**src/rtl/rr_arb_pkg.sv**
```systemverilog
package rr_arb_pkg;
  localparam int NUM_PORTS = 4;
  localparam int PORT_W    = $clog2(NUM_PORTS);

  typedef enum logic {PH_CHECK = 1'b0, PH_GRANT = 1'b1} phase_t;

  typedef struct packed {
    logic              grantActive;
    logic [PORT_W-1:0] portIdx;
  } arbStrobes_t;

  function automatic logic [PORT_W-1:0] nextPort(input logic [PORT_W-1:0] p);
    return (p == PORT_W'(NUM_PORTS - 1)) ? '0 : p + 1'b1;
  endfunction
endpackage

```
**src/rtl/rr_arb_ctrl.sv**
```systemverilog
module rr_arb_ctrl
  import rr_arb_pkg::*;
(
  input  logic                 clk,
  input  logic                 rstN,
  input  logic [NUM_PORTS-1:0] lenNotEmpty,
  input  logic                 pktDone,
  output arbStrobes_t          strobes
);
  phase_t            phase, phaseNext;
  logic [PORT_W-1:0] curPort, curPortNext;
  logic              polledBusy;

  assign polledBusy = lenNotEmpty[curPort];

  always_comb begin
    phaseNext   = phase;
    curPortNext = curPort;
    unique case (phase)
      PH_CHECK: begin
        if (polledBusy) phaseNext = PH_GRANT;
        else            curPortNext = nextPort(curPort);
      end
      PH_GRANT: begin
        if (pktDone) begin
          phaseNext   = PH_CHECK;
          curPortNext = nextPort(curPort);
        end
      end
      default: phaseNext = PH_CHECK;
    endcase
  end

  always_ff @(posedge clk) begin
    if (!rstN) begin
      phase   <= PH_CHECK;
      curPort <= '0;
    end else begin
      phase   <= phaseNext;
      curPort <= curPortNext;
    end
  end

  assign strobes.grantActive = (phase == PH_GRANT);
  assign strobes.portIdx     = curPort;

  // a busy polled port is granted next cycle, same port
  a_r2_grant_same_port: assert property (@(posedge clk) disable iff (!rstN)
    (phase == PH_CHECK && lenNotEmpty[curPort]) |=>
      (phase == PH_GRANT && curPort == $past(curPort)));

  // an empty polled port is skipped in one clock, pktDone irrelevant
  a_r3_skip_empty: assert property (@(posedge clk) disable iff (!rstN)
    (phase == PH_CHECK && !lenNotEmpty[curPort]) |=>
      (phase == PH_CHECK && curPort == nextPort($past(curPort))));

  // grant is held while the packet is unfinished
  a_r4_hold_grant: assert property (@(posedge clk) disable iff (!rstN)
    (phase == PH_GRANT && !pktDone) |=> (phase == PH_GRANT && $stable(curPort)));

  // end of packet advances to examine the following port
  a_r5_advance_after_done: assert property (@(posedge clk) disable iff (!rstN)
    (phase == PH_GRANT && pktDone) |=>
      (phase == PH_CHECK && curPort == nextPort($past(curPort))));
endmodule

```
**src/rtl/rr_arb_datapath.sv**
```systemverilog
module rr_arb_datapath
  import rr_arb_pkg::*;
(
  input  logic                 clk,
  input  logic                 rstN,
  input  arbStrobes_t          strobes,
  output logic [NUM_PORTS-1:0] connSel,
  output logic [PORT_W-1:0]    connPort,
  output logic                 connReady
);
  for (genvar i = 0; i < NUM_PORTS; i++) begin : g_sel
    assign connSel[i] = strobes.grantActive && (strobes.portIdx == PORT_W'(i));
  end

  assign connPort  = strobes.portIdx;
  assign connReady = strobes.grantActive;

  // at most one port selected, and a select exists exactly when ready
  a_r7_sel_onehot: assert property (@(posedge clk) disable iff (!rstN)
    $onehot0(connSel) && (connReady == (connSel != '0)));

  // the selected bit is the reported port number
  a_r7_sel_matches_port: assert property (@(posedge clk) disable iff (!rstN)
    connReady |-> connSel[connPort]);
endmodule

```
**src/rtl/rr_pkt_arbiter.sv**
```systemverilog
module rr_pkt_arbiter
  import rr_arb_pkg::*;
(
  input  logic                 clk,
  input  logic                 rstN,
  input  logic [NUM_PORTS-1:0] lenNotEmpty,
  input  logic                 pktDone,
  output logic [NUM_PORTS-1:0] connSel,
  output logic [PORT_W-1:0]    connPort,
  output logic                 connReady
);
  arbStrobes_t strobes;

  rr_arb_ctrl u_ctrl (
    .clk         (clk),
    .rstN        (rstN),
    .lenNotEmpty (lenNotEmpty),
    .pktDone     (pktDone),
    .strobes     (strobes)
  );

  rr_arb_datapath u_dp (
    .clk       (clk),
    .rstN      (rstN),
    .strobes   (strobes),
    .connSel   (connSel),
    .connPort  (connPort),
    .connReady (connReady)
  );

  // first cycle after reset examines port 0
  a_r1_reset_state: assert property (@(posedge clk)
    !rstN |=> (!connReady && connPort == '0 && connSel == '0));
endmodule

```
**config.mk**
```make
export PLATFORM = sky130hd
export DESIGN_NAME = rr_pkt_arbiter
export DESIGN_NICKNAME = d
export VERILOG_FILES = /design/src/rtl/rr_arb_pkg.sv /design/src/rtl/rr_arb_ctrl.sv /design/src/rtl/rr_arb_datapath.sv /design/src/rtl/rr_pkt_arbiter.sv
export SDC_FILE = /design/constraint.sdc
export NUM_CORES = 1
export LEC_CHECK = 0
export BUFFER_PORTS_ARGS = -buffer_cell sky130_fd_sc_hd__buf_2
export CAP_MARGIN = 0
export CORE_AREA = 4 4 41 43
export DETAILED_ROUTE_END_ITERATION = 16
export DIE_AREA = 0 0 45 47
export PLACE_DENSITY_LB_ADDON = 0.2
export SETUP_SLACK_MARGIN = 0.05
export SKIP_CTS_REPAIR_TIMING = 1
export SLEW_MARGIN = 20
export SYNTH_ARGS = -nofsm -noshare
export SYNTH_HDL_FRONTEND = slang
export SYNTH_SLANG_ARGS = --single-unit
export TNS_END_PERCENT = 100
```
**constraint.sdc**
```tcl
create_clock -name clk -period 1.5 [get_ports clk]
set_input_delay 0.075 -clock clk [delete_from_list [all_inputs] [get_ports clk]]
set_output_delay 0.075 -clock clk [all_outputs]
set_load 0.1 [all_outputs]
```
==> summary.md <==
| Metric | Value |
|---|---|
| Critical Setup Path Class | `flip-flop to primary output` |
| Max H-tree Level | `1` |
| Synth Cell Area | `239 um2` |
| HP Class | `input port to flip-flop` |
| Vias in the first global route | `220` |
| Final Skew | `about 0.0032 ns` |
| Die Ht | `47 um` |
| Met2 usage | `approximately 7.9%` |
| Layout cells sized above 1 | `between 60% and 70%` |
| Ant. Diodes | `0` |
| Clock-pin slew on the worst setup and hold paths | `0.04 ns` |
| Synth top area cells | `dfxtp_1 (25%), ha_1 (21%), mux2i_1 (13%)` |
| Hold Vio Cnt, Final | `0` |
| RSZ-0062 raised after global routing | `no` |
| Yosys reg bits | `3` |
| CTS sink cnt | `3` |
| Crit path required time | `1.42 ns` |
| Via count | `228` |
| Mapped Cells | `26` |
| Synth area leader | `dfxtp_1` |
| Net count, final | `55` |
| GPL Wtd Cong | `0.702` |
| Post-synth EDFFs | `0` |
| Row count | `13` |
| CTS tree | `yes` |
| Slew @ Worst Pin | `between 0.4 and 0.5 ns` |
| Post-synth ARST share | `0%` |
| Port buffer count | `13` |
| Busiest layer in global routing | `met1` |
| Crit share post-route | `87.4%` |
| Setup Viol. Count Final | `0` |
| Detailed Place HPWL | `444 um` |
| Syn_area_per_cell | `9.19 um2` |
| Setup TNS | `0 ns` |
| Vias per cell | `~4` |
| Synthesized Nets | `37` |
| Synthesis Warnings | `0` |
| First-iteration detailed-routing DRC count | `1` |
| Core Region | `1300 um2` |
| Clk buf depth | `2` |
| Arr. time, crit path | `~1.2 ns` |
| DRC Markers | `0` |
| Clk_lat worst skew | `0.23 ns` |
| CTS buffer count | `3` |
| Die area | `2120 um2` |
| Max Cap Viol | `0` |
| GR Util met1 | `8.62%` |
| Startpoint Class | `flip-flop` |
| Outcome | `finished, final reports clean` |
| Top cell type's share of synthesized area | `25.1%` |
| Core Util, Final | `32.5%` |
| Worst-path maximum fanout | `9` |
| Largest net degree at the start of global routing | `10` |
| Synth cell types | `11` |
| Clk root buf | `clkbuf_4` |
| Per-cell routed wire length | `between 9 and 10 um` |
| First-pass GRT wire length | `959 um` |
| Sequential cell area fraction in the yosys report | `25.1%` |
| Starting Density | `a little under a fifth` |
| Post-route antenna net violation count | `0` |
| All-layer global routing usage | `6.55%` |
| M3 GR Usage | `3.07%` |
| P&R area growth vs syn | `77.0%` |
| Slew Limit Headroom | `between 60% and 70%` |
| Max-slew violations | `0` |
| CP endpoint kind | `primary output` |
| GRT overflow | `0` |
| Die Wd | `approximately 45 um` |
| Initial antenna violation count | `0` |
| Ports | `14` |
| Synth Flop Type | `dfxtp_1` |
| Most frequent cells after synthesis | `and2_1 (4), ha_1 (4), nand2_1 (4)` |
| Maximum clock rate | `763 MHz` |
| Final WL | `541 um` |
| DRT Pass-1 Iters | `2` |
| Min Tclk post-route | `1.31 ns` |
## cell families (layout without fill, tap and decap cells)
family / Yosys count / after routing / share of synthesized area (%)
simple gates: 12 / 12 / 25.7
fa+ha+maj: 4 / 4 / 20.9
mux: 3 / 3 / 12.6
flops: 3 / 3 / 25.1
compound gates: 2 / 2 / 12.6
buf+inv: 2 / 19 / 3.14
## stage by stage
step           setup WS, ns  cell area [um2]  instances  hold WS [ns]
6_report              0.189              423         58         0.125
5_1_grt               0.112              423         58         0.138
4_1_cts               0.166              423         58         0.116
3_5_place_dp          0.299              397         54         0.355
3_3_place_gp          0.322              397         54         0.359
2_1_floorplan        0.0907              253         26         0.203
## sequential cells by signal, indices dropped and copies added, names as in the netlist
register,count
u_ctrl.phase,1
u_ctrl.curPort,2
## placed cells by master, fill, tap and decap left out
cell type / synthesis / final
buf_2: 0 / 9
clkbuf_1: 0 / 1
clkbuf_4: 0 / 3
nor2b_1: 1 / 1
dfxtp_2: 0 / 1
nand2_1: 4 / 4
ha_1: 4 / 4
nor2_1: 2 / 2
and2_2: 1 / 5
inv_1: 2 / 2
a2111oi_2: 1 / 1
dfxtp_4: 0 / 2
buf_12: 0 / 4
a221oi_2: 1 / 1
mux2i_1: 3 / 3
## area by class of cell
class / instances / area (um2)
flip-flops and latches: 3 / 68.8
well taps: 15 / 18.8
repair buffers: 13 / 125
multi-input cells: 21 / 176
inverters: 2 / 7.51
clock buffers: 4 / 26.3
fillers: 152 / 878
## worst paths after layout
path | from | to | slack (ns) | cells after the start
hold / removal | rstN | u_ctrl.phase | 0.12 | 2
hold reg to reg | u_ctrl.curPort[1] | u_ctrl.curPort[1] | 0.51 | 2
setup / recovery | u_ctrl.curPort[0] | connSel[2] | 0.19 | 4
setup reg to reg | u_ctrl.curPort[0] | u_ctrl.curPort[1] | 0.31 | 4
## critical path, cell delays in order, from the launching register on
cell and delay (ns):
dfxtp_4 0.39, inv_1 0.07, ha_1 0.18, and2_2 0.20
buf_12 0.16
## routing by layer
metal | vias up | share of wire, %
met5 | - | 0
met1 | 93 | 44
met3 | 0 | 16
met4 | 0 | 0
li1 | 122 | -
met2 | 13 | 40
Power is left out: the tool's default activity adds up to more than one toggle a clock period on the data nets, which glitch-free logic cannot reach.
